File: src/rtl/lcd_timing_pkg.sv
package lcd_timing_pkg;
  // Strobes the control half hands to the datapath each cycle,
  // all describing the position the counters move to at the next edge.
  typedef struct packed {
    logic run;       // raster runs after this edge
    logic hSync;     // in horizontal sync phase
    logic vSync;     // in vertical sync phase
    logic hAct;      // in horizontal active window
    logic vAct;      // in vertical active window
    logic frameTop;  // pixel 0 of line 0
  } strobes_t;
endpackage

File: src/rtl/lcd_timing_ctrl.sv
module lcd_timing_ctrl
  import lcd_timing_pkg::*;
#(
  parameter int HCNT_W = 12,
  parameter int VCNT_W = 11
) (
  input  logic              clk,
  input  logic              rstN,
  input  logic              enAll,
  input  logic [31:0]       horizWord,
  input  logic [31:0]       vertWord,
  output logic [HCNT_W-1:0] pixelCount,
  output logic [VCNT_W-1:0] lineCount,
  output strobes_t          strobes
);
  localparam logic [HCNT_W-1:0] H_ONE = HCNT_W'(1);
  localparam logic [VCNT_W-1:0] V_ONE = VCNT_W'(1);

  logic running;
  logic [HCNT_W-1:0] hSyncLen, hBackLen, hActLen, hFrontLen;
  logic [HCNT_W-1:0] hActStart, hActEnd, hTotal, hNext;
  logic [VCNT_W-1:0] vSyncLen, vBackLen, vActLen, vFrontLen;
  logic [VCNT_W-1:0] vActStart, vActEnd, vTotal, vNext;
  logic lineWrap;
  logic unusedBits;

  assign unusedBits = ^horizWord[1:0];

  // Field decode: horizontal fields all carry a minus-one bias,
  // vertical porches are raw counts.
  always_comb begin
    hSyncLen  = HCNT_W'(horizWord[15:8]) + H_ONE;
    hFrontLen = HCNT_W'(horizWord[23:16]) + H_ONE;
    hBackLen  = HCNT_W'(horizWord[31:24]) + H_ONE;
    hActLen   = (HCNT_W'(horizWord[7:2]) + H_ONE) << 4;
    hActStart = hSyncLen + hBackLen;
    hActEnd   = hActStart + hActLen;
    hTotal    = hActEnd + hFrontLen;

    vActLen   = VCNT_W'(vertWord[9:0]) + V_ONE;
    vSyncLen  = VCNT_W'(vertWord[15:10]) + V_ONE;
    vFrontLen = VCNT_W'(vertWord[23:16]);
    vBackLen  = VCNT_W'(vertWord[31:24]);
    vActStart = vSyncLen + vBackLen;
    vActEnd   = vActStart + vActLen;
    vTotal    = vActEnd + vFrontLen;
  end

  always_comb begin
    lineWrap = running && (pixelCount >= hTotal - H_ONE);
    if (!running || lineWrap) hNext = '0;
    else                      hNext = pixelCount + H_ONE;
    if (!running)                          vNext = '0;
    else if (!lineWrap)                    vNext = lineCount;
    else if (lineCount >= vTotal - V_ONE)  vNext = '0;
    else                                   vNext = lineCount + V_ONE;
  end

  always_ff @(posedge clk or negedge rstN) begin
    if (!rstN) begin
      running    <= 1'b0;
      pixelCount <= '0;
      lineCount  <= '0;
    end else begin
      running    <= enAll;
      pixelCount <= enAll ? hNext : '0;
      lineCount  <= enAll ? vNext : '0;
    end
  end

  always_comb begin
    strobes.run      = enAll;
    strobes.hSync    = hNext < hSyncLen;
    strobes.vSync    = vNext < vSyncLen;
    strobes.hAct     = (hNext >= hActStart) && (hNext < hActEnd);
    strobes.vAct     = (vNext >= vActStart) && (vNext < vActEnd);
    strobes.frameTop = (hNext == '0) && (vNext == '0);
  end


  line_step_chk: assert property (@(posedge clk) disable iff (!rstN)
    (running && $past(running) && pixelCount != '0) |-> (pixelCount == $past(pixelCount) + H_ONE));
endmodule

File: src/rtl/lcd_timing_dp.sv
module lcd_timing_dp
  import lcd_timing_pkg::*;
#(
  parameter int ADDR_W = 32
) (
  input  logic              clk,
  input  logic              rstN,
  input  strobes_t          strobes,
  input  logic [3:0]        polCfg,
  input  logic              baseWrEn,
  input  logic [ADDR_W-1:0] baseWrData,
  input  logic              irqMask,
  input  logic              irqClear,
  output logic              hsyncOut,
  output logic              vsyncOut,
  output logic              deOut,
  output logic              pclkInvOut,
  output logic              frameStart,
  output logic [ADDR_W-1:0] liveBase,
  output logic              rawStatus,
  output logic              irqOut
);
  localparam logic [ADDR_W-1:0] ALIGN_MASK = ~ADDR_W'(3);

  logic [ADDR_W-1:0] pendBase;
  logic commit;

  assign commit = strobes.run && strobes.frameTop;

  // Output register stage with polarity applied only while running.
  always_ff @(posedge clk or negedge rstN) begin
    if (!rstN) begin
      hsyncOut   <= 1'b0;
      vsyncOut   <= 1'b0;
      deOut      <= 1'b0;
      pclkInvOut <= 1'b0;
      frameStart <= 1'b0;
    end else begin
      hsyncOut   <= strobes.run & (strobes.hSync ^ polCfg[0]);
      vsyncOut   <= strobes.run & (strobes.vSync ^ polCfg[1]);
      deOut      <= strobes.run & ((strobes.hAct & strobes.vAct) ^ polCfg[2]);
      pclkInvOut <= strobes.run & polCfg[3];
      frameStart <= commit;
    end
  end

  always_ff @(posedge clk or negedge rstN) begin
    if (!rstN) begin
      pendBase  <= '0;
      liveBase  <= '0;
      rawStatus <= 1'b0;
    end else begin
      if (baseWrEn) pendBase <= baseWrData & ALIGN_MASK;
      if (commit)   liveBase <= pendBase;
      if (commit)        rawStatus <= 1'b1;
      else if (irqClear) rawStatus <= 1'b0;
    end
  end

  assign irqOut = rawStatus & irqMask;


  base_hold_chk: assert property (@(posedge clk) disable iff (!rstN)
    (liveBase != $past(liveBase)) |-> frameStart);

  status_rise_chk: assert property (@(posedge clk) disable iff (!rstN)
    $rose(rawStatus) |-> frameStart);

  clear_chk: assert property (@(posedge clk) disable iff (!rstN)
    ($past(irqClear) && !frameStart) |-> !rawStatus);
endmodule

File: src/rtl/lcd_raster_timer.sv
module lcd_raster_timer
  import lcd_timing_pkg::*;
#(
  parameter int ADDR_W = 32,
  parameter int HCNT_W = 12,
  parameter int VCNT_W = 11
) (
  input  logic              clk,
  input  logic              rstN,
  input  logic              ctrlEnable,
  input  logic              ctrlTft,
  input  logic              ctrlPower,
  input  logic [31:0]       horizWord,
  input  logic [31:0]       vertWord,
  input  logic [3:0]        polCfg,
  input  logic              baseWrEn,
  input  logic [ADDR_W-1:0] baseWrData,
  input  logic              irqMask,
  input  logic              irqClear,
  output logic              hsyncOut,
  output logic              vsyncOut,
  output logic              deOut,
  output logic              pclkInvOut,
  output logic              frameStart,
  output logic [HCNT_W-1:0] pixelCount,
  output logic [VCNT_W-1:0] lineCount,
  output logic [ADDR_W-1:0] liveBase,
  output logic              rawStatus,
  output logic              irqOut
);
  logic     enAll;
  strobes_t strobes;

  assign enAll = ctrlEnable & ctrlTft & ctrlPower;

  lcd_timing_ctrl #(.HCNT_W(HCNT_W), .VCNT_W(VCNT_W)) u_ctrl (
    .clk(clk), .rstN(rstN), .enAll(enAll),
    .horizWord(horizWord), .vertWord(vertWord),
    .pixelCount(pixelCount), .lineCount(lineCount), .strobes(strobes)
  );

  lcd_timing_dp #(.ADDR_W(ADDR_W)) u_dp (
    .clk(clk), .rstN(rstN), .strobes(strobes), .polCfg(polCfg),
    .baseWrEn(baseWrEn), .baseWrData(baseWrData),
    .irqMask(irqMask), .irqClear(irqClear),
    .hsyncOut(hsyncOut), .vsyncOut(vsyncOut), .deOut(deOut),
    .pclkInvOut(pclkInvOut), .frameStart(frameStart),
    .liveBase(liveBase), .rawStatus(rawStatus), .irqOut(irqOut)
  );


  frame_pulse_chk: assert property (@(posedge clk) disable iff (!rstN)
    frameStart |-> (pixelCount == '0 && lineCount == '0));

  off_quiet_chk: assert property (@(posedge clk) disable iff (!rstN)
    !$past(enAll) |-> (!hsyncOut && !vsyncOut && !deOut && !frameStart && !pclkInvOut));
endmodule

File: config.mk
export PLATFORM = sky130hd
export DESIGN_NAME = lcd_raster_timer
export DESIGN_NICKNAME = d
export VERILOG_FILES = /design/src/rtl/lcd_timing_pkg.sv /design/src/rtl/lcd_timing_ctrl.sv /design/src/rtl/lcd_timing_dp.sv /design/src/rtl/lcd_raster_timer.sv
export SDC_FILE = /design/constraint.sdc
export NUM_CORES = 1
export LEC_CHECK = 0
export ABC_CLOCK_PERIOD_IN_PS = 4250
export BUFFER_PORTS_ARGS = -buffer_cell sky130_fd_sc_hd__buf_2
export CORE_MARGIN = 3
export CORE_UTILIZATION = 30
export CTS_BUF_LIST = sky130_fd_sc_hd__clkbuf_4
export CTS_CLUSTER_DIAMETER = 200
export DETAILED_ROUTE_END_ITERATION = 10
export SETUP_SLACK_MARGIN = 0.02
export SYNTH_ARGS = -nofsm -noshare
export SYNTH_HDL_FRONTEND = slang
export SYNTH_SLANG_ARGS = --single-unit
File: constraint.sdc
create_clock -name clk -period 4.25 [get_ports clk]
set_input_delay 0.2125 -clock clk [delete_from_list [all_inputs] [get_ports clk]]
set_output_delay 0.2125 -clock clk [all_outputs]
set_load 0.03 [all_outputs]
==> impl_metrics.yaml <==
timing:
  worst_clock_skew_ps: 14.63
  setup_violations: 58
  holdWs_ps: 56.44
  max_slew.worst_pin.slew_ps: 790.0
  max_freq_mhz: 161.4
  setup_tns_ps: -76110
  maxSlewViolCount: 0
  timing.final.ws_setup_ps: -1948
  finalCritPeriodShare_pct: 145.8
  layout_min_cycle_time_ps: 6198
  slew_headroom_pct: 47.33
  rsz0062_at_grt: "true"
  hold_viol: 0
cts:
  clkTransAtPathRegs_ps: 150
  cts_tree: "built"
  cts_root_buffer: "clkbuf_4"
  clkSinkCount: 90
  clock_latency_ps: 450
  cts_buffer_depth: 2
  htree_levels: 3
  numCtsBuffers: 9
yosys:
  synth_ff_type: "dfrtp_1"
  synthCells: 902
  async_flop_share_pct: 100.0
  syn-mean-instance-area_um2: 9.384
  synthSimpleGateAreaFrac_pct: 10.94
  synth_top_family_by_area: "adder cells"
  ys_warn_count: 0
  synthMuxAreaShare_pct: 9.254
  synth_cell_type_count: 65
  synth_edf_count: 0
  synthAdderAreaFrac_pct: 23.15
  synth_compound_area_share_pct: 14.00
  synth-xor-area-share_pct: 9.416
  synth_seq_cells: 90
  synth-seq-area-share_pct: 26.61
  netlist_area_mm2: 0.008464
global_route:
  grt_antenna_before_repair: 1
  grt_pass1_vias: 8234
  grt_pass1_wl_um: 41720
  grt-ovfl-total: 0
  gr-usage-all-layers_pct: 16.79
  grt_max_degree: 61
placement:
  io_buffers: 163
  dp_hpwl_um: 19430
  place_congestion: 0.8380
  dp.cells: 1611
worst_setup_path:
  cp.arrival_ps: 6600
  critPathMaxFanout: 6
  cp-start-kind: "input port"
  critPathBufInv: 7
  critPathRequiredTime_ps: 4660
  rrSetupSlack_ps: 310
  critPathMaxStageDelay_ps: 360
  rr_startpoint: "u_ctrl.pixelCount[0]"
  crit_family: "compound AO/OA/AOI/OAI gates"
  crit_path_end_kind: "register"
  critPathSlowestCell: "ha_1"
  r2r.worst_path.cells: 19
  worstReg2RegEnd: "u_dp.deOut"
  worstSetupPathType: "in -> reg"
cells_and_area:
  drive_above_1_share_pct: 48.62
  fin_cells: 1716
  nFillCells: 2537
  multi_input_area_mm2: 0.006750
  area_delta_synth_final_pct: 57.16
  final-seq-area_mm2: 0.002252
  nets: 1600
route:
  dr.pass1.iters: 4
  wl_per_cell_um: 14.98
  dr.first_iter.drc_count: 270
  num_vias: 7980
  viasPerCell: 4.650
  routed_wl_um: 25700
  drc: 0
  ant_nets: 0
die:
  coreArea_mm2: 0.02733
  rows: 60
  die_h_um: 174.0
  initial_core_util_pct: 30.98
  num_io_pins: 170
  dieArea_mm2: 0.03027
  die_x_um: 174.0
min_path:
  hold_depth: 4
  hp-start: "polCfg[2]"
  min_to: "u_dp.deOut"
  worstHoldPathType: "in -> reg"
power:
  p_per_area_mw_per_mm2: 419.0
  p_leak_uw: 0.006639
  vdd_drop_max_mv: 0.2354
outcome:
  outcome: "complete, but fails checks"
  failed_checks: "negative setup slack"
flow_run:
  cap_violations: 0
## state kept, by name, summed over array words and instances, names as in the netlist
register and flops:
u_dp.pendBase 30, u_dp.rawStatus 1, u_dp.pclkInvOut 1, u_dp.liveBase 30, u_dp.vsyncOut 1, u_ctrl.lineCount 11
u_ctrl.pixelCount 12, u_ctrl.running 1, u_dp.hsyncOut 1, u_dp.frameStart 1, u_dp.deOut 1
## stage by stage
step / cell area [um2] / power (uW) / worst slack [ps] / utilization [%]
after floorplan: 8791 / 3168 / -1845 / -
after global placement: 11400 / 4353 / -2709 / 41.72
after detailed placement: 11400 / 4414 / -2760 / 41.72
after CTS: 12950 / 5394 / -1837 / 47.39
after global routing: 13300 / 6091 / -2244 / 48.68
final: 13300 / 5574 / -1948 / 48.68
## metal layers
layer,track usage [%],share of wire [%]
met5,0,0
met4,3.887,1.5
met3,1.857,3.4
met2,29.17,49
met1,22.41,46
## cell usage after synthesis, drive strengths merged (5+ instances only)
master	count	area (um2)
xnor2	54	473.0
a21o	18	135.1
and3	10	62.56
o21bai	24	180.2
nor3	17	90.09
fa	6	120.1
a211o	5	43.79
o211ai	5	37.54
o21ai	21	105.1
buf	7	57.54
a31oi	8	50.05
nor2b	8	50.05
a21oi	54	274.0
nor2	64	240.2
and2	6	37.54
mux2	62	773.3
inv	127	476.7
xor2	37	324.1
nand2	35	131.4
nand3	26	130.1
ha	147	1839
nand2b	5	38.78
a211oi	5	37.54
clkbuf	6	23.77
o21a	9	67.56
nand4	8	50.05
dfrtp	90	2252
## layout by cell type (no fill, tap or decap), types with 9 or more instances in the layout
| cell | instances |
|---|---|
| a21oi_2 | 22 |
| a21o_1 | 18 |
| nand3_1 | 23 |
| xnor2_1 | 40 |
| inv_1 | 108 |
| buf_6 | 24 |
| buf_2 | 156 |
| and3_1 | 10 |
| mux2_4 | 30 |
| mux2_2 | 32 |
| xor2_1 | 29 |
| ha_1 | 122 |
| a21oi_4 | 9 |
| nor2_4 | 12 |
| dfrtp_1 | 90 |
| inv_2 | 17 |
| a21oi_1 | 23 |
| o21bai_1 | 18 |
| xnor2_2 | 12 |
| clkbuf_4 | 10 |
| o21a_1 | 9 |
| buf_4 | 209 |
| nand2_1 | 33 |
| o21ai_0 | 13 |
| nor2_1 | 44 |
| ha_4 | 21 |
| nor3_2 | 9 |
| dlygate4sd3_1 | 34 |
## how the worst max path moves through the flow
stage / startpoint / endpoint / slack (ps) / cells after the start
after floorplan: horizWord[9] / u_dp.deOut / -1850 / 37
after global placement: horizWord[8] / u_dp.deOut / -2710 / 37
after detailed placement: horizWord[8] / u_dp.deOut / -2760 / 38
after CTS: vertWord[10] / u_dp.deOut / -1840 / 35
after global routing: horizWord[25] / u_dp.deOut / -2240 / 39
final: horizWord[25] / u_dp.deOut / -1950 / 38
## where the power goes
part / internal [uW] / leakage [uW] / total [uW] / switching (uW)
Combinational: 2120 / 0.00546 / 4120 / 2000
Sequential: 961 / 0.00112 / 1020 / 63.1
Clock: 122 / 0.0000559 / 425 / 303
Total: 3210 / 0.00664 / 5570 / 2370
## area by class of cell
cell class / count / share of cell area [%]
Antenna cell: 1 / 0.01881
Clock buffer: 10 / 0.5643
Clock inverter: 5 / 0.2445
Inverter: 127 / 3.621
Multi-Input combinational cell: 674 / 50.74
Sequential cell: 90 / 16.93
Tap cell: 372 / 3.499
Timing Repair Buffer: 437 / 24.38
## timing repair
action / in CTS / in global routing
hold endpoints to repair: 92 / 0
pin swaps: 98 / 54
cloned: 4 / 0
hold buffers: 34 / 0
endpoints found under the setup margin: 58 / 58
resized for setup: 148 / 44
buffers inserted: 38 / 13
## worst register-to-register path: stages, from the launching register on
cell	delay (ps)
dfrtp_1	400
inv_1	170
ha_1	260
nand2b_4	150
a2111oi_4	390
o41ai_4	110
buf_12	150
a2111oi_2	340
a31o_2	190
inv_2	50
ha_1	270
nand2b_1	150
a21o_1	190
a21oi_1	130
nor2b_1	60
o2111ai_1	160
a21oi_1	110
o32a_1	310
a31o_2	230
nand2_1	50
## cell families after synthesis
family                   after synthesis
multiplexers                          63
adder cells (fa/ha/maj)              153
AND/OR/NAND/NOR                      190
XOR/XNOR                              91
buffers and inverters                140
other                                  1
flip-flops                            90
AO/OA/AOI/OAI                        174
Power figures use the tool's default switching activity.
